### src/rtl/vfg_pkg.sv
package vfg_pkg;

  // Default counter width: enough for 2047 pixels or lines.
  localparam int VFG_CNT_W = 11;

  // Counter slots inside the meter.
  localparam int CI_TOT = 0;
  localparam int CI_HSW = 1;
  localparam int CI_ACT = 2;
  localparam int CI_LIN = 3;
  localparam int CI_VSW = 4;
  localparam int NCNT   = 5;
  // The first NLINE slots are per-line figures captured at each line start.
  localparam int NLINE  = 3;

  // Sync slots in the edge detector.
  localparam int SI_HS = 0;
  localparam int SI_VS = 1;
  localparam int NSYNC = 2;

  typedef enum logic {
    ST_WAIT = 1'b0,
    ST_RUN  = 1'b1
  } vfg_state_e;

endpackage

### src/rtl/vfg_sync_edge.sv
module vfg_sync_edge #(
  parameter int NSIG = 2
) (
  input  logic            clk,
  input  logic            rst_n,
  input  logic [NSIG-1:0] raw,
  input  logic [NSIG-1:0] pol,
  output logic [NSIG-1:0] lvl,
  output logic [NSIG-1:0] lead,
  output logic            pol_chg_d
);

  logic [NSIG-1:0] pol_q;
  logic            chg_q;
  logic            chg_d;

  for (genvar g = 0; g < NSIG; g++) begin : g_sig
    logic norm_d;
    logic cur_q;
    logic old_q;
    logic pol_r;

    assign norm_d = raw[g] ^ pol[g];

    always_ff @(posedge clk or negedge rst_n) begin
      if (!rst_n) begin
        cur_q <= 1'b0;
        old_q <= 1'b0;
        pol_r <= 1'b0;
      end else begin
        cur_q <= norm_d;
        old_q <= cur_q;
        pol_r <= pol[g];
      end
    end

    assign lvl[g]   = cur_q;
    assign pol_q[g] = pol_r;
    // Edges seen in the clock right after a polarity change are artefacts.
    assign lead[g]  = cur_q & ~old_q & ~chg_q;
  end

  assign chg_d = |(pol ^ pol_q);

  always_ff @(posedge clk or negedge rst_n) begin
    if (!rst_n) begin
      chg_q <= 1'b0;
    end else begin
      chg_q <= chg_d;
    end
  end

  assign pol_chg_d = chg_q;

endmodule

### src/rtl/vfg_sat_cnt.sv
module vfg_sat_cnt #(
  parameter int W = 11
) (
  input  logic         clk,
  input  logic         rst_n,
  input  logic         clr,
  input  logic         ld_one,
  input  logic         inc,
  output logic [W-1:0] cnt,
  output logic         ovf_ev
);

  localparam logic [W-1:0] CMAX = '1;
  localparam logic [W-1:0] ONE  = {{(W-1){1'b0}}, 1'b1};

  logic [W-1:0] cnt_q;
  logic [W-1:0] cnt_d;
  logic         cnt_en;

  always_comb begin
    cnt_d  = cnt_q;
    ovf_ev = 1'b0;
    if (clr) begin
      cnt_d = {{(W-1){1'b0}}, ld_one};
    end else if (inc) begin
      if (cnt_q == CMAX) begin
        ovf_ev = 1'b1;
      end else begin
        cnt_d = cnt_q + ONE;
      end
    end
  end

  assign cnt_en = clr | inc;

  always_ff @(posedge clk or negedge rst_n) begin
    if (!rst_n) begin
      cnt_q <= '0;
    end else if (cnt_en) begin
      cnt_q <= cnt_d;
    end
  end

  assign cnt = cnt_q;

endmodule

### src/rtl/vfg_meter.sv
module vfg_meter
  import vfg_pkg::*;
#(
  parameter int CNT_W = VFG_CNT_W
) (
  input  logic             clk,
  input  logic             rst_n,
  input  logic             hsync_in,
  input  logic             vsync_in,
  input  logic             hs_pol,
  input  logic             vs_pol,
  output logic [CNT_W-1:0] line_total,
  output logic [CNT_W-1:0] line_active,
  output logic [CNT_W-1:0] hs_width,
  output logic [CNT_W-1:0] frame_lines,
  output logic [CNT_W-1:0] vs_width,
  output logic             meas_valid,
  output logic             meas_ovf
);

  // Reset: asserted asynchronously, released on the second clock.
  logic [1:0] rst_sync_q;
  logic       rst_core_n;

  always_ff @(posedge clk or negedge rst_n) begin
    if (!rst_n) begin
      rst_sync_q <= 2'b00;
    end else begin
      rst_sync_q <= {rst_sync_q[0], 1'b1};
    end
  end

  assign rst_core_n = rst_sync_q[1];

  // Polarity normalisation and leading-edge detection.
  logic [NSYNC-1:0] sync_raw;
  logic [NSYNC-1:0] sync_pol;
  logic [NSYNC-1:0] sync_lvl;
  logic [NSYNC-1:0] sync_lead;
  logic             pol_chg;
  logic             hs_lvl;
  logic             vs_lvl;
  logic             hs_lead;
  logic             vs_lead;

  assign sync_raw[SI_HS] = hsync_in;
  assign sync_raw[SI_VS] = vsync_in;
  assign sync_pol[SI_HS] = hs_pol;
  assign sync_pol[SI_VS] = vs_pol;

  vfg_sync_edge #(.NSIG(NSYNC)) u_edge (
    .clk       (clk),
    .rst_n     (rst_core_n),
    .raw       (sync_raw),
    .pol       (sync_pol),
    .lvl       (sync_lvl),
    .lead      (sync_lead),
    .pol_chg_d (pol_chg)
  );

  assign hs_lvl  = sync_lvl[SI_HS];
  assign vs_lvl  = sync_lvl[SI_VS];
  assign hs_lead = sync_lead[SI_HS];
  assign vs_lead = sync_lead[SI_VS];

  // Counter controls.
  logic [NCNT-1:0]  c_clr;
  logic [NCNT-1:0]  c_ld;
  logic [NCNT-1:0]  c_inc;
  logic [NCNT-1:0]  c_ovf;
  logic [CNT_W-1:0] c_val [NCNT];

  always_comb begin
    c_clr[CI_TOT] = hs_lead;
    c_ld[CI_TOT]  = 1'b1;
    c_inc[CI_TOT] = 1'b1;

    c_clr[CI_HSW] = hs_lead;
    c_ld[CI_HSW]  = 1'b1;
    c_inc[CI_HSW] = hs_lvl;

    c_clr[CI_ACT] = hs_lead;
    c_ld[CI_ACT]  = 1'b0;
    c_inc[CI_ACT] = ~hs_lvl;

    c_clr[CI_LIN] = vs_lead;
    c_ld[CI_LIN]  = hs_lead;
    c_inc[CI_LIN] = hs_lead;

    c_clr[CI_VSW] = vs_lead;
    c_ld[CI_VSW]  = hs_lead;
    c_inc[CI_VSW] = hs_lead & vs_lvl;
  end

  for (genvar i = 0; i < NCNT; i++) begin : g_cnt
    vfg_sat_cnt #(.W(CNT_W)) u_cnt (
      .clk    (clk),
      .rst_n  (rst_core_n),
      .clr    (c_clr[i]),
      .ld_one (c_ld[i]),
      .inc    (c_inc[i]),
      .cnt    (c_val[i]),
      .ovf_ev (c_ovf[i])
    );
  end

  // Per-line capture, with bypass so a coincident frame edge sees the line just closed.
  logic [CNT_W-1:0] line_q [NLINE];
  logic [CNT_W-1:0] line_d [NLINE];

  always_comb begin
    for (int i = 0; i < NLINE; i++) begin
      line_d[i] = hs_lead ? c_val[i] : line_q[i];
    end
  end

  always_ff @(posedge clk or negedge rst_core_n) begin
    if (!rst_core_n) begin
      for (int i = 0; i < NLINE; i++) begin
        line_q[i] <= '0;
      end
    end else if (hs_lead) begin
      for (int i = 0; i < NLINE; i++) begin
        line_q[i] <= line_d[i];
      end
    end
  end

  // Frame state, overflow accumulation, result registers.
  vfg_state_e       st_q;
  vfg_state_e       st_d;
  logic             ovf_acc_q;
  logic             ovf_acc_d;
  logic             ovf_now;
  logic             latch;
  logic [CNT_W-1:0] res_q [NCNT];
  logic [CNT_W-1:0] res_d [NCNT];
  logic             rovf_d;
  logic             rovf_q;
  logic             valid_q;

  assign ovf_now = |c_ovf;
  assign latch   = vs_lead & (st_q == ST_RUN);

  always_comb begin
    st_d = st_q;
    if (pol_chg) begin
      st_d = ST_WAIT;
    end else if (vs_lead) begin
      st_d = ST_RUN;
    end

    ovf_acc_d = vs_lead ? 1'b0 : (ovf_acc_q | ovf_now);
    rovf_d    = ovf_acc_q | ovf_now;

    for (int i = 0; i < NCNT; i++) begin
      res_d[i] = (i < NLINE) ? line_d[i] : c_val[i];
    end
  end

  always_ff @(posedge clk or negedge rst_core_n) begin
    if (!rst_core_n) begin
      st_q      <= ST_WAIT;
      ovf_acc_q <= 1'b0;
      valid_q   <= 1'b0;
    end else begin
      st_q      <= st_d;
      ovf_acc_q <= ovf_acc_d;
      valid_q   <= latch;
    end
  end

  always_ff @(posedge clk or negedge rst_core_n) begin
    if (!rst_core_n) begin
      for (int i = 0; i < NCNT; i++) begin
        res_q[i] <= '0;
      end
      rovf_q <= 1'b0;
    end else if (latch) begin
      for (int i = 0; i < NCNT; i++) begin
        res_q[i] <= res_d[i];
      end
      rovf_q <= rovf_d;
    end
  end

  assign line_total  = res_q[CI_TOT];
  assign hs_width    = res_q[CI_HSW];
  assign line_active = res_q[CI_ACT];
  assign frame_lines = res_q[CI_LIN];
  assign vs_width    = res_q[CI_VSW];
  assign meas_valid  = valid_q;
  assign meas_ovf    = rovf_q;

endmodule

### config.mk
export PLATFORM = sky130hd
export DESIGN_NAME = vfg_meter
export DESIGN_NICKNAME = d
export VERILOG_FILES = /design/src/rtl/vfg_pkg.sv /design/src/rtl/vfg_sync_edge.sv /design/src/rtl/vfg_sat_cnt.sv /design/src/rtl/vfg_meter.sv
export SDC_FILE = /design/constraint.sdc
export NUM_CORES = 1
export LEC_CHECK = 0
export BUFFER_PORTS_ARGS = -buffer_cell sky130_fd_sc_hd__buf_2
export CAP_MARGIN = 5
export CORE_ASPECT_RATIO = 0.7
export CORE_MARGIN = 2
export CORE_UTILIZATION = 30
export DETAILED_ROUTE_END_ITERATION = 16
export PLACE_DENSITY = 0.48
export SYNTH_ARGS = -nofsm -noshare
export SYNTH_HDL_FRONTEND = slang
export SYNTH_HIERARCHICAL = 1
export SYNTH_SLANG_ARGS = --single-unit
### constraint.sdc
create_clock -name clk -period 7.75 [get_ports clk]
set_clock_uncertainty 0.05 [all_clocks]
set_input_delay 2.325 -clock clk [delete_from_list [all_inputs] [get_ports clk]]
set_output_delay 2.325 -clock clk [all_outputs]
set_load 0.02 [all_outputs]
==> impl_metrics.prom, run 1 <==
# TYPE chip_impl_metric gauge
chip_impl_metric{name="tns",unit="ns"} 0
chip_impl_metric{name="synth-warning-count",unit=""} 6
chip_impl_info{name="ys_dominant_reg_cell",value="sky130_fd_sc_hd__dfrtp_1"} 1
chip_impl_metric{name="postCtsSetupRepairBufs",unit=""} 0
chip_impl_info{name="rsz0062_at_grt",value="no"} 1
chip_impl_metric{name="ratio_of_cells_with_drive_above_1_in_the_final_layout",unit=""} 0.3196
chip_impl_metric{name="gr_util_all_layers",unit=""} 0.1329
chip_impl_metric{name="yosysSeqAreaShare",unit=""} 0.5229
chip_impl_metric{name="grt_pass1_wl",unit="mm"} 27.39
chip_impl_metric{name="clk_pin_slew",unit="ns"} 0.07
chip_impl_info{name="critical_path.top_delay_family",value="flip-flops"} 1
chip_impl_info{name="worstSetupStartpointType",value="flop"} 1
chip_impl_metric{name="finalInstanceArea",unit="um^2"} 8566
chip_impl_metric{name="syn_area_per_cell",unit="um^2"} 12.76
chip_impl_metric{name="initial_antenna_violation_count",unit=""} 0
chip_impl_metric{name="detail_route.drc_violations",unit=""} 0
chip_impl_metric{name="crit_path_max_fanout",unit=""} 2
chip_impl_metric{name="path_buf_inv",unit=""} 1
chip_impl_metric{name="viasPerCell",unit=""} 5.078
chip_impl_metric{name="fp.dieH",unit="um"} 136.0
chip_impl_metric{name="pin_count_of_the_biggest_net_entering_global_routing",unit=""} 62
chip_impl_metric{name="route.antenna.remaining_nets",unit=""} 0
chip_impl_metric{name="global_route_track_usage_on_met2",unit=""} 0.1890
chip_impl_metric{name="timing.max_cap.violations",unit=""} 0
chip_impl_metric{name="numClockSinks",unit=""} 156
chip_impl_metric{name="total_power",unit="mW"} 2.304
chip_impl_metric{name="worst_slew_margin_rel",unit=""} 0.3532
chip_impl_metric{name="cts_buffer_depth",unit=""} 2
chip_impl_metric{name="core.rowCount",unit=""} 48
chip_impl_metric{name="power_per_cell_area",unit="nW/um^2"} 268.9
chip_impl_metric{name="count_of_flip_flops_with_a_built_in_enable_after_synthesis",unit=""} 0
chip_impl_metric{name="avgRoutedWirePerCell",unit="um"} 16.56
chip_impl_metric{name="ys_seq_elements",unit=""} 156
chip_impl_metric{name="buffer_ports.inserted",unit=""} 62
chip_impl_metric{name="critPathArrivalTime",unit="ns"} 0.99
chip_impl_metric{name="p_leak",unit="nW"} 3.859
chip_impl_info{name="timing.critical_path.cells",value="buf_2"} 1
chip_impl_metric{name="cts-buffers-inserted",unit=""} 17
chip_impl_metric{name="antenna-diode-count",unit=""} 0
chip_impl_metric{name="design.die.area",unit="um^2"} 26180
chip_impl_metric{name="start_util",unit=""} 0.3039
chip_impl_metric{name="reg2reg_setup_slack",unit="ns"} 4.98
chip_impl_metric{name="gpl.final_weighted_congestion",unit=""} 0.8105
chip_impl_metric{name="gr-usage-met3",unit=""} 0.03975
chip_impl_metric{name="vdd_drop_max",unit="V"} 0.0001478
chip_impl_metric{name="place.detailed.instances",unit=""} 950
chip_impl_metric{name="setup_viol_count_final",unit=""} 0
chip_impl_metric{name="post_layout_nonfiller_instances",unit=""} 982
chip_impl_metric{name="grt.met1_usage",unit=""} 0.1935
chip_impl_metric{name="grt_pass1_vias",unit=""} 5128
chip_impl_metric{name="post_cts_hold_buffer_count",unit=""} 0
chip_impl_metric{name="top_level_ports",unit=""} 63
chip_impl_info{name="global_route.peak_usage_layer",value="met1"} 1
chip_impl_info{name="cp_endpoint_kind",value="output port"} 1
chip_impl_metric{name="fin_crit_sh",unit=""} 0.4345
chip_impl_info{name="kind_of_path_behind_the_tightest_hold_check",value="flop to async pin"} 1
chip_impl_metric{name="core_region_area",unit="um^2"} 24560
chip_impl_metric{name="via_count",unit=""} 4987
chip_impl_info{name="final_common_cell",value="sky130_fd_sc_hd__dfrtp_1"} 1
chip_impl_metric{name="timing.fmax",unit="GHz"} 0.2970
chip_impl_metric{name="clock_insertion_delay_worst_skew",unit="ns"} 0.44
chip_impl_metric{name="dp_hpwl",unit="mm"} 10.46
chip_impl_metric{name="crit_required",unit="ns"} 5.38
chip_impl_info{name="ctsRootBufferMaster",value="sky130_fd_sc_hd__clkbuf_16"} 1
chip_impl_metric{name="minimum_clock_period_after_layout",unit="ns"} 3.367
chip_impl_metric{name="drt_first_pass_iters",unit=""} 5
chip_impl_info{name="worst_path_max_delay_cell",value="sky130_fd_sc_hd__dfrtp_1"} 1
chip_impl_info{name="worstSetupPathType",value="flop to output port"} 1
chip_impl_info{name="status",value="complete, no violations"} 1
chip_impl_metric{name="wirelength",unit="mm"} 16.27
chip_impl_metric{name="postSynthCellCount",unit=""} 585
chip_impl_info{name="cts_tree",value="done"} 1
chip_impl_metric{name="die_width",unit="um"} 192.6
chip_impl_metric{name="timing_max_transition_violations_final",unit=""} 0
chip_impl_metric{name="post_synth_num_cell_types",unit=""} 42
chip_impl_metric{name="post_dp_cell_area",unit="um^2"} 7965
chip_impl_metric{name="number_of_h_tree_levels",unit=""} 4
chip_impl_metric{name="delay_of_the_slowest_cell_on_the_worst_path",unit="ns"} 0.40
chip_impl_metric{name="area_growth_syn_to_fin",unit="%"} 14.73
chip_impl_metric{name="starting_drt_drc_count",unit=""} 279
chip_impl_metric{name="synth.cell_area",unit="um^2"} 7466
chip_impl_metric{name="grt_remaining_overflow",unit=""} 0
chip_impl_metric{name="async_flop_share",unit=""} 1.000
chip_impl_metric{name="transition_time_at_the_pin_with_the_least_slew_margin",unit="ns"} 0.9702
chip_impl_metric{name="design.final.nets",unit=""} 655
chip_impl_metric{name="layout.core_utilization",unit=""} 0.3487
chip_impl_metric{name="cts_repair_resize_count",unit=""} 0
chip_impl_metric{name="finalHoldViolations",unit=""} 0
chip_impl_info{name="mostFrequentLayoutCells",value="sky130_fd_sc_hd__dfrtp_1, sky130_fd_sc_hd__mux2_4, sky130_fd_sc_hd__buf_2"} 1
-- stage by stage --
stage / hold WS, ns / setup WS [ns]
global route: 0.3174 / 4.333
finish: 0.2638 / 4.383
CTS: 0.2851 / 4.346
floorplan: 0.2812 / 3.031
global placement: 0.2719 / 4.822
detailed placement: 0.2853 / 4.815
-- final timing paths --
check | from | to | cells after the start
worst max-delay path | hs_width[9]$_DFFE_PN0P_ | hs_width[9] | 1
worst min-delay path | rst_sync_q[1]$_DFF_PN0_ | vs_width[4]$_DFFE_PN0P_ | 0
worst max register to register | u_edge/g_sig[0].cur_q$_DFF_PN0_ | g_cnt[4].u_cnt/cnt[9]$_DFFE_PN0P_ | 6
worst min register to register | rst_sync_q[1]$_DFF_PN0_ | vs_width[4]$_DFFE_PN0P_ | 0
max in group asynchronous | rst_n | rst_sync_q[1]$_DFF_PN0_ | 1
min in group clk | rst_sync_q[0]$_DFF_PN0_ | rst_sync_q[1]$_DFF_PN0_ | 0
-- flip-flops by register name, indices dropped and copies added, names as in the netlist, 2 cells and up --
register / flops
line_active: 11
frame_lines: 11
vs_width: 11
line_q: 33
u_edge/g_sig.old_q: 2
rst_sync_q: 2
line_total: 11
u_edge/g_sig.cur_q: 2
hs_width: 11
u_edge/g_sig.pol_r: 2
g_cnt.u_cnt/cnt: 55
-- cell usage after synthesis, drive strengths merged (7+ instances only) --
cell	instances	area (um^2)
nor3	15	75.07
nor3b	7	52.55
o21ai	10	50.05
nor4	11	68.82
a31oi	11	68.82
nand3	30	175.2
a21oi	27	135.1
and2	7	46.30
inv	11	41.29
nand2	21	78.83
clkbuf	10	43.79
a41oi	10	125.1
mux2	93	1284
buf	27	262.8
and3	15	100.1
nor2b	10	62.56
nand4	15	93.84
and4	20	175.2
a211oi	25	187.7
dfrtp	156	3904
-- report_power, final --
group	leakage (nW)	internal (mW)	switching, mW
registers	2.08	0.935	0.133
clock network	0.285	0.492	0.367
logic	1.49	0.181	0.196
-- cell families after synthesis --
family	share of synthesized area
fa+ha+maj	0.008379
xor+xnor	0.004693
buf+inv	0.04659
other cells	0.001006
compound gates	0.1052
flops	0.5229
simple gates	0.1393
mux	0.1719
-- metal layers --
layer / share of wire / vias up
li1: - / 2339
met4: 0.0094 / 0
met2: 0.43 / 130
met5: 0 / -
met3: 0.047 / 13
met1: 0.52 / 2505
-- layout make-up --
type	count	area, um^2
tap	325	406.6
multi-input combinational	391	3262
clock buffer	19	442.9
clock inverter	13	157.7
fill	2350	16000
inverter	11	41.29
timing repair buffer	67	347.8
sequential	156	3908
(Power assumes the default switching activity.)
==> run 2, diff against run 1 <==
--- a/config.mk
+++ b/config.mk
@@ -11,7 +11,7 @@
 export CORE_MARGIN = 2
 export CORE_UTILIZATION = 30
 export DETAILED_ROUTE_END_ITERATION = 16
-export PLACE_DENSITY = 0.48
+export PLACE_DENSITY = 0.49
 export SYNTH_ARGS = -nofsm -noshare
 export SYNTH_HDL_FRONTEND = slang
 export SYNTH_HIERARCHICAL = 1
==> constraint.sdc (replaced) <==
create_clock -name clk -period 2.7 [get_ports clk]
set_clock_uncertainty 0.05 [all_clocks]
set_input_delay 0.81 -clock clk [delete_from_list [all_inputs] [get_ports clk]]
set_output_delay 0.81 -clock clk [all_outputs]
set_load 0.02 [all_outputs]
==> run 2 against run 1 <==
  * Sequential cell count is the same
  * First-iteration DRC count grew 36%
  * Non-clock buffer count grew 5
  * Sequential share of layout area shrank 0.53 points
  * Final area grew 1.2%
  * Clock power grew to 2.8 times the previous value
  * Worst setup slack lost 3.8 ns
  * Combinational power grew to 2.9 times the previous value
  * Total power grew to 2.9 times the previous value
  * Via count grew 2.0%
  * Wire length grew 0.59%
  * Highest routed layer unchanged
==> impl_metrics.prom, run 2 (synthesis results as in run 1) <==
# TYPE chip_impl_metric gauge
chip_impl_metric{name="power.net_switching",unit="mW"} 2.022
chip_impl_info{name="rsz0062_at_grt",value="no"} 1
chip_impl_info{name="worstSetupPathType",value="flop to flop"} 1
chip_impl_metric{name="worst_slew_margin_rel",unit=""} 0.5663
chip_impl_metric{name="detail_route.drc_violations",unit=""} 0
chip_impl_metric{name="area_growth_syn_to_fin",unit="%"} 16.09
chip_impl_metric{name="postCtsSetupRepairBufs",unit=""} 0
chip_impl_metric{name="via_count",unit=""} 5089
chip_impl_metric{name="design.die.area",unit="um^2"} 26180
chip_impl_metric{name="viasPerCell",unit=""} 5.156
chip_impl_info{name="worstSetupStartpointType",value="flop"} 1
chip_impl_metric{name="transition_time_at_the_pin_with_the_least_slew_margin",unit="ns"} 0.6505
chip_impl_info{name="timing.rr.end",value="meas_ovf$_DFFE_PN0P_"} 1
chip_impl_metric{name="clkPwrFrac",unit=""} 0.367
chip_impl_metric{name="dp_hpwl",unit="mm"} 10.81
chip_impl_metric{name="delay_of_the_slowest_cell_on_the_worst_path",unit="ns"} 0.43
chip_impl_metric{name="clk_pin_slew",unit="ns"} 0.07
chip_impl_metric{name="p_int",unit="mW"} 4.583
chip_impl_metric{name="grt_pass1_vias",unit=""} 5186
chip_impl_metric{name="fin_crit_sh",unit=""} 0.7970
chip_impl_metric{name="finalHoldViolations",unit=""} 0
chip_impl_metric{name="p_leak",unit="nW"} 3.918
chip_impl_metric{name="timing_max_transition_violations_final",unit=""} 0
chip_impl_metric{name="power.share.combinational",unit=""} 0.168
chip_impl_metric{name="numClockSinks",unit=""} 156
chip_impl_metric{name="multiInputGateArea",unit="um^2"} 3268
chip_impl_metric{name="tns",unit="ns"} 0
chip_impl_metric{name="cts-buffers-inserted",unit=""} 17
chip_impl_metric{name="minimum_clock_period_after_layout",unit="ns"} 2.152
chip_impl_info{name="mostFrequentLayoutCells",value="sky130_fd_sc_hd__dfrtp_1, sky130_fd_sc_hd__mux2_4, sky130_fd_sc_hd__buf_2"} 1
chip_impl_metric{name="cts_repair_resize_count",unit=""} 0
chip_impl_info{name="critPathLaunch",value="u_edge/pol_chg_d$_DFF_PN0_"} 1
chip_impl_metric{name="grt_pass1_wl",unit="mm"} 27.17
chip_impl_metric{name="critPathArrivalTime",unit="ns"} 2.44
chip_impl_metric{name="avgRoutedWirePerCell",unit="um"} 16.58
chip_impl_metric{name="sw_ratio",unit=""} 0.3062
chip_impl_metric{name="crit_required",unit="ns"} 2.99
chip_impl_metric{name="antenna-diode-count",unit=""} 0
chip_impl_metric{name="vdd_drop_max",unit="V"} 0.0004442
chip_impl_info{name="endpoint",value="meas_ovf$_DFFE_PN0P_"} 1
chip_impl_info{name="status",value="complete, no violations"} 1
chip_impl_metric{name="crit_path_max_fanout",unit=""} 42
chip_impl_metric{name="buffer_ports.inserted",unit=""} 62
chip_impl_metric{name="crit_cells",unit=""} 7
chip_impl_info{name="critical_path.top_delay_family",value="simple AND/OR/NAND/NOR gates"} 1
chip_impl_metric{name="gr_util_all_layers",unit=""} 0.1320
chip_impl_info{name="startpoint_of_the_worst_register_to_register_path",value="u_edge/pol_chg_d$_DFF_PN0_"} 1
chip_impl_metric{name="start_util",unit=""} 0.3039
chip_impl_metric{name="starting_drt_drc_count",unit=""} 380
chip_impl_metric{name="path_buf_inv",unit=""} 1
chip_impl_metric{name="pin_count_of_the_biggest_net_entering_global_routing",unit=""} 58
chip_impl_info{name="cp_endpoint_kind",value="flop"} 1
chip_impl_metric{name="place.detailed.instances",unit=""} 955
chip_impl_info{name="kind_of_path_behind_the_tightest_hold_check",value="input pin to async pin"} 1
chip_impl_info{name="ctsRootBufferMaster",value="sky130_fd_sc_hd__clkbuf_16"} 1
chip_impl_metric{name="fp.dieH",unit="um"} 136.0
chip_impl_metric{name="post_layout_nonfiller_instances",unit=""} 987
chip_impl_metric{name="largest_register_ffs",unit=""} 55
chip_impl_metric{name="total_of_fill_cells_in_the_finished_design",unit=""} 2404
chip_impl_metric{name="wirelength",unit="mm"} 16.36
chip_impl_metric{name="core_region_area",unit="um^2"} 24560
chip_impl_metric{name="number_of_h_tree_levels",unit=""} 4
chip_impl_metric{name="clock_insertion_delay_worst_skew",unit="ns"} 0.42
chip_impl_metric{name="grt_remaining_overflow",unit=""} 0
chip_impl_metric{name="worstRegToRegCells",unit=""} 7
chip_impl_metric{name="design.final.nets",unit=""} 660
chip_impl_metric{name="sequentialPowerShare",unit=""} 0.466
chip_impl_info{name="worst_path_max_delay_cell",value="sky130_fd_sc_hd__dfrtp_1"} 1
chip_impl_metric{name="drt_first_pass_iters",unit=""} 5
chip_impl_metric{name="timing.fmax",unit="GHz"} 0.4647
chip_impl_metric{name="setup_viol_count_final",unit=""} 0
chip_impl_metric{name="top_level_ports",unit=""} 63
chip_impl_metric{name="die_width",unit="um"} 192.6
chip_impl_info{name="timing.critical_path.cells",value="nor3b_4 > buf_12 > and3_2 > nand3_1 > nor3_1 > nor4_1 > a31oi_1"} 1
chip_impl_metric{name="initial_antenna_violation_count",unit=""} 0
chip_impl_metric{name="register_area",unit="um^2"} 3908
chip_impl_metric{name="ratio_of_cells_with_drive_above_1_in_the_final_layout",unit=""} 0.3263
chip_impl_metric{name="timing.max_cap.violations",unit=""} 0
chip_impl_metric{name="route.antenna.remaining_nets",unit=""} 0
chip_impl_metric{name="power_per_cell_area",unit="nW/um^2"} 762.1
chip_impl_info{name="cts_tree",value="done"} 1
chip_impl_metric{name="cts_buffer_depth",unit=""} 2
chip_impl_metric{name="core.rowCount",unit=""} 48
chip_impl_metric{name="post_cts_hold_buffer_count",unit=""} 0
chip_impl_metric{name="reg2reg_setup_slack",unit="ns"} 0.55
chip_impl_info{name="final_common_cell",value="sky130_fd_sc_hd__dfrtp_1"} 1
chip_impl_metric{name="gpl.final_weighted_congestion",unit=""} 0.8194
[run 2: changes by cell type in the layout (fill, tap and decap cells not counted)]
cell,before,now
sky130_fd_sc_hd__buf_12,0,5
sky130_fd_sc_hd__clkinv_4,3,1
sky130_fd_sc_hd__inv_6,3,8
sky130_fd_sc_hd__bufinv_16,2,1
sky130_fd_sc_hd__nor3b_4,0,1
sky130_fd_sc_hd__inv_8,2,3
sky130_fd_sc_hd__clkbuf_8,1,2
sky130_fd_sc_hd__clkbuf_1,1,0
sky130_fd_sc_hd__clkinvlp_4,3,0
sky130_fd_sc_hd__nor3b_2,2,1
[run 2: final cells by class]
| class | count | share of cell area |
|---|---|---|
| flip-flops and latches | 156 | 0.4508 |
| multi-input cells | 391 | 0.3771 |
| clock buffers | 19 | 0.05226 |
| repair buffers | 72 | 0.05168 |
| well taps | 325 | 0.04692 |
| clock inverters | 13 | 0.01646 |
| inverters | 11 | 0.004764 |
[run 2: worst min-delay path by stage]
stage                                  from  slack [ns]                      end
floorplan           rst_sync_q[0]$_DFF_PN0_        0.28  rst_sync_q[1]$_DFF_PN0_
global placement    rst_sync_q[0]$_DFF_PN0_        0.29  rst_sync_q[1]$_DFF_PN0_
detailed placement  rst_sync_q[0]$_DFF_PN0_        0.29  rst_sync_q[1]$_DFF_PN0_
CTS                                   rst_n        0.08  rst_sync_q[1]$_DFF_PN0_
global route                          rst_n        0.08  rst_sync_q[1]$_DFF_PN0_
finish                                rst_n        0.10  rst_sync_q[1]$_DFF_PN0_
[run 2: power groups by stage]
stage          Combinational (mW)  Clock (mW)  Sequential [mW]
2_1_floorplan               0.871           0             3.03
3_3_place_gp                 1.06           0             3.10
3_5_place_dp                 1.10           0             3.11
4_1_cts                      1.11        2.50             3.07
5_1_grt                      1.23        2.58             3.15
6_report                     1.11        2.42             3.08
[run 2: per-stage QoR]
step                      power, mW  area [um^2]  setup WS, ns    util  hold slack, ns
final                         6.605         8667        0.5480  0.3528          0.1031
after global routing          6.964         8667        0.4250  0.3528         0.08384
after CTS                     6.692         8667        0.5314  0.3528         0.07715
after detailed placement      4.212         8071        0.5757  0.3286          0.2942
after global placement        4.163         8071        0.5953  0.3286          0.2868
after floorplan               3.898         7510       0.03121       -          0.2811
[run 2: metal layers]
layer / vias to the layer above / global-route usage / wire, um
met3: 16 / 0.03356 / 796
met5: - / 0 / 0
met2: 157 / 0.1886 / 7081
met1: 2562 / 0.1946 / 8322
met4: 0 / 0.03986 / 163
li1: 2354 / - / -
==> run 3, diff against run 2 <==
--- a/config.mk
+++ b/config.mk
@@ -11,7 +11,7 @@
 export CORE_MARGIN = 2
 export CORE_UTILIZATION = 30
 export DETAILED_ROUTE_END_ITERATION = 16
-export PLACE_DENSITY = 0.49
+export PLACE_DENSITY = 0.48
 export SYNTH_ARGS = -nofsm -noshare
 export SYNTH_HDL_FRONTEND = slang
 export SYNTH_HIERARCHICAL = 1
==> constraint.sdc (replaced) <==
create_clock -name clk -period 2 [get_ports clk]
set_clock_uncertainty 0.05 [all_clocks]
set_input_delay 0.6 -clock clk [delete_from_list [all_inputs] [get_ports clk]]
set_output_delay 0.6 -clock clk [all_outputs]
set_load 0.02 [all_outputs]
==> run 3 against run 2 <==
  * Critical path type unchanged
  * First-iteration DRC count increased by 22%
  * Final area grew 3.5%
  * Maximum frequency rose by 14%
  * Highest routed layer unchanged
==> impl_metrics.prom, run 3 (synthesis results as in run 1) <==
# TYPE chip_impl_metric gauge
chip_impl_info{name="status",value="complete, no violations"} 1
chip_impl_info{name="critical_path.top_delay_family",value="multiplexers"} 1
chip_impl_metric{name="timing_max_transition_violations_final",unit=""} 0
chip_impl_info{name="cts_tree",value="done"} 1
chip_impl_info{name="worst_path_max_delay_cell",value="sky130_fd_sc_hd__dfrtp_2"} 1
chip_impl_metric{name="p_leak",unit="nW"} 4.076
chip_impl_metric{name="power_per_cell_area",unit="nW/um^2"} 1013
chip_impl_metric{name="tns",unit="ns"} 0
chip_impl_metric{name="gr_util_all_layers",unit=""} 0.1376
chip_impl_metric{name="initial_antenna_violation_count",unit=""} 0
chip_impl_metric{name="worst_slew_margin_rel",unit=""} 0.6519
chip_impl_metric{name="minimum_clock_period_after_layout",unit="ns"} 1.894
chip_impl_info{name="ctsRootBufferMaster",value="sky130_fd_sc_hd__clkbuf_16"} 1
chip_impl_metric{name="wirelength",unit="mm"} 17.43
chip_impl_metric{name="area_growth_syn_to_fin",unit="%"} 20.13
chip_impl_metric{name="fp.dieH",unit="um"} 136.0
chip_impl_metric{name="clock_insertion_delay_worst_skew",unit="ns"} 0.43
chip_impl_metric{name="route.antenna.remaining_nets",unit=""} 0
chip_impl_metric{name="via_count",unit=""} 5214
chip_impl_metric{name="power.share.combinational",unit=""} 0.201
chip_impl_metric{name="number_of_h_tree_levels",unit=""} 4
chip_impl_metric{name="grt_pass1_wl",unit="mm"} 28.00
chip_impl_metric{name="p_int",unit="mW"} 6.369
chip_impl_metric{name="cts_buffer_depth",unit=""} 2
chip_impl_metric{name="numClockSinks",unit=""} 156
chip_impl_metric{name="gr-usage-met3",unit=""} 0.03511
chip_impl_metric{name="buffer_ports.inserted",unit=""} 62
chip_impl_metric{name="crit_required",unit="ns"} 2.26
chip_impl_metric{name="drt_first_pass_iters",unit=""} 5
chip_impl_info{name="kind_of_path_behind_the_tightest_hold_check",value="flop to async pin"} 1
chip_impl_metric{name="reg2reg_setup_slack",unit="ns"} 0.11
chip_impl_metric{name="path_buf_inv",unit=""} 3
chip_impl_metric{name="gpl.final_weighted_congestion",unit=""} 0.8352
chip_impl_metric{name="starting_drt_drc_count",unit=""} 462
chip_impl_metric{name="clkPwrFrac",unit=""} 0.353
chip_impl_metric{name="post_dp_cell_area",unit="um^2"} 8269
chip_impl_metric{name="layout.core_utilization",unit=""} 0.3651
chip_impl_info{name="cp_endpoint_kind",value="flop"} 1
chip_impl_info{name="final_common_cell",value="sky130_fd_sc_hd__dfrtp_1"} 1
chip_impl_metric{name="timing.max_cap.violations",unit=""} 0
chip_impl_info{name="rsz0062_at_grt",value="no"} 1
chip_impl_metric{name="sequentialPowerShare",unit=""} 0.446
chip_impl_metric{name="sw_ratio",unit=""} 0.2990
chip_impl_info{name="worstSetupPathType",value="flop to flop"} 1
chip_impl_metric{name="timing.hold.ws",unit="ns"} 0.2550
chip_impl_info{name="worstSetupStartpointType",value="flop"} 1
chip_impl_metric{name="core_region_area",unit="um^2"} 24560
chip_impl_metric{name="cts-buffers-inserted",unit=""} 17
chip_impl_metric{name="ratio_of_cells_with_drive_above_1_in_the_final_layout",unit=""} 0.3593
chip_impl_metric{name="finalHoldViolations",unit=""} 0
chip_impl_metric{name="transition_time_at_the_pin_with_the_least_slew_margin",unit="ns"} 0.5221
chip_impl_metric{name="grt_remaining_overflow",unit=""} 0
chip_impl_metric{name="grt_pass1_vias",unit=""} 5200
chip_impl_metric{name="setup_viol_count_final",unit=""} 0
chip_impl_metric{name="detail_route.drc_violations",unit=""} 0
chip_impl_metric{name="clk_pin_slew",unit="ns"} 0.07
chip_impl_metric{name="avgRoutedWirePerCell",unit="um"} 17.12
chip_impl_metric{name="timing.fmax",unit="GHz"} 0.5279
chip_impl_info{name="global_route.peak_usage_layer",value="met2"} 1
chip_impl_metric{name="delay_of_the_slowest_cell_on_the_worst_path",unit="ns"} 0.43
chip_impl_metric{name="dp_hpwl",unit="mm"} 11.72
chip_impl_metric{name="antenna-diode-count",unit=""} 0
chip_impl_metric{name="viasPerCell",unit=""} 5.122
chip_impl_metric{name="pin_count_of_the_biggest_net_entering_global_routing",unit=""} 91
chip_impl_metric{name="critPathArrivalTime",unit="ns"} 2.16
chip_impl_metric{name="crit_path_max_fanout",unit=""} 10
chip_impl_metric{name="design.final.nets",unit=""} 691
chip_impl_metric{name="fin_crit_sh",unit=""} 0.9472
chip_impl_info{name="timing.critical_path.cells",value="nor3b_4 > buf_6 > buf_4 > buf_4 > mux2_2 > mux2_2"} 1
chip_impl_metric{name="largest_register_ffs",unit=""} 55
chip_impl_metric{name="grt.met1_usage",unit=""} 0.1999
chip_impl_info{name="mostFrequentLayoutCells",value="sky130_fd_sc_hd__dfrtp_1, sky130_fd_sc_hd__mux2_4, sky130_fd_sc_hd__buf_2"} 1
chip_impl_metric{name="start_util",unit=""} 0.3039
chip_impl_metric{name="vdd_drop_max",unit="V"} 0.0006492
chip_impl_metric{name="finalInstanceArea",unit="um^2"} 8969
chip_impl_metric{name="global_route_track_usage_on_met2",unit=""} 0.2008
chip_impl_metric{name="top_level_ports",unit=""} 63
chip_impl_metric{name="power.net_switching",unit="mW"} 2.716
chip_impl_metric{name="design.die.area",unit="um^2"} 26180
chip_impl_metric{name="core.rowCount",unit=""} 48
chip_impl_metric{name="die_width",unit="um"} 192.6
## run 3: cell types whose count changed in the layout (fill, tap and decap cells not counted), moves of 3 or more
cell,before,now
sky130_fd_sc_hd__clkinv_4,1,5
sky130_fd_sc_hd__clkinvlp_4,0,3
sky130_fd_sc_hd__inv_8,3,0
sky130_fd_sc_hd__inv_6,8,1
sky130_fd_sc_hd__buf_4,5,30
## run 3: path summary, 6_finish.rpt
check / start / endpoint / cells after the start
worst max register to register: u_edge/pol_chg_d$_DFF_PN0_ / line_total[10]$_DFFE_PN0P_ / 6
worst max-delay path: u_edge/pol_chg_d$_DFF_PN0_ / line_total[10]$_DFFE_PN0P_ / 6
min in group clk: vs_pol / u_edge/g_sig[1].pol_r$_DFF_PN0_ / 1
max in group asynchronous: rst_sync_q[1]$_DFF_PN0_ / line_q[12]$_DFFE_PN0P_ / 1
worst min-delay path: rst_sync_q[1]$_DFF_PN0_ / g_cnt[4].u_cnt/cnt[9]$_DFFE_PN0P_ / 1
worst min register to register: rst_sync_q[1]$_DFF_PN0_ / g_cnt[4].u_cnt/cnt[9]$_DFFE_PN0P_ / 1
## run 3: area by class of cell
cell class / instances / area [um^2]
clock buffers: 20 / 446.7
clock inverters: 12 / 140.1
fillers: 2396 / 15600
inverters: 11 / 41.29
multi-input cells: 391 / 3292
flip-flops and latches: 156 / 3909
well taps: 325 / 406.6
repair buffers: 103 / 733.2
## run 3: per-stage QoR
| step | power (mW) | setup slack [ns] | cells |
|---|---|---|---|
| 6_report | 9.085 | 0.1057 | 1018 |
| 5_1_grt | 9.599 | 0.001700 | 1018 |
| 4_1_cts | 9.167 | 0.01032 | 1011 |
| 3_5_place_dp | 5.865 | 0.02238 | 978 |
| 3_3_place_gp | 5.782 | 0.09661 | 978 |
| 2_1_floorplan | 5.267 | -0.3887 | 595 |
## run 3: power groups by stage
stage	logic (mW)	clock network [mW]	registers, mW
2_1_floorplan	1.18	0	4.09
3_3_place_gp	1.71	0	4.07
3_5_place_dp	1.77	0	4.09
4_1_cts	1.79	3.34	4.04
5_1_grt	2.01	3.48	4.12
6_report	1.82	3.21	4.05
## run 3: what timing repair did
item                       in CTS  in global routing
buffers inserted                0                  6
resized for setup               0                  6
hold buffers                    1                  0
setup endpoints to repair       0                 18
hold endpoints to repair        2                  0
## run 3: metal layers
metal,up-vias,routed length (um)
met3,23,796
met4,0,208
met1,2626,8745
met5,-,0
met2,153,7680
li1,2412,-
## run 3: worst reg2reg max path, stage by stage (launching register included)
cell and delay, ns:
sky130_fd_sc_hd__dfrtp_2 0.43, sky130_fd_sc_hd__nor3b_4 0.20, sky130_fd_sc_hd__buf_6 0.16, sky130_fd_sc_hd__buf_4 0.12
sky130_fd_sc_hd__buf_4 0.19, sky130_fd_sc_hd__mux2_2 0.37, sky130_fd_sc_hd__mux2_2 0.27
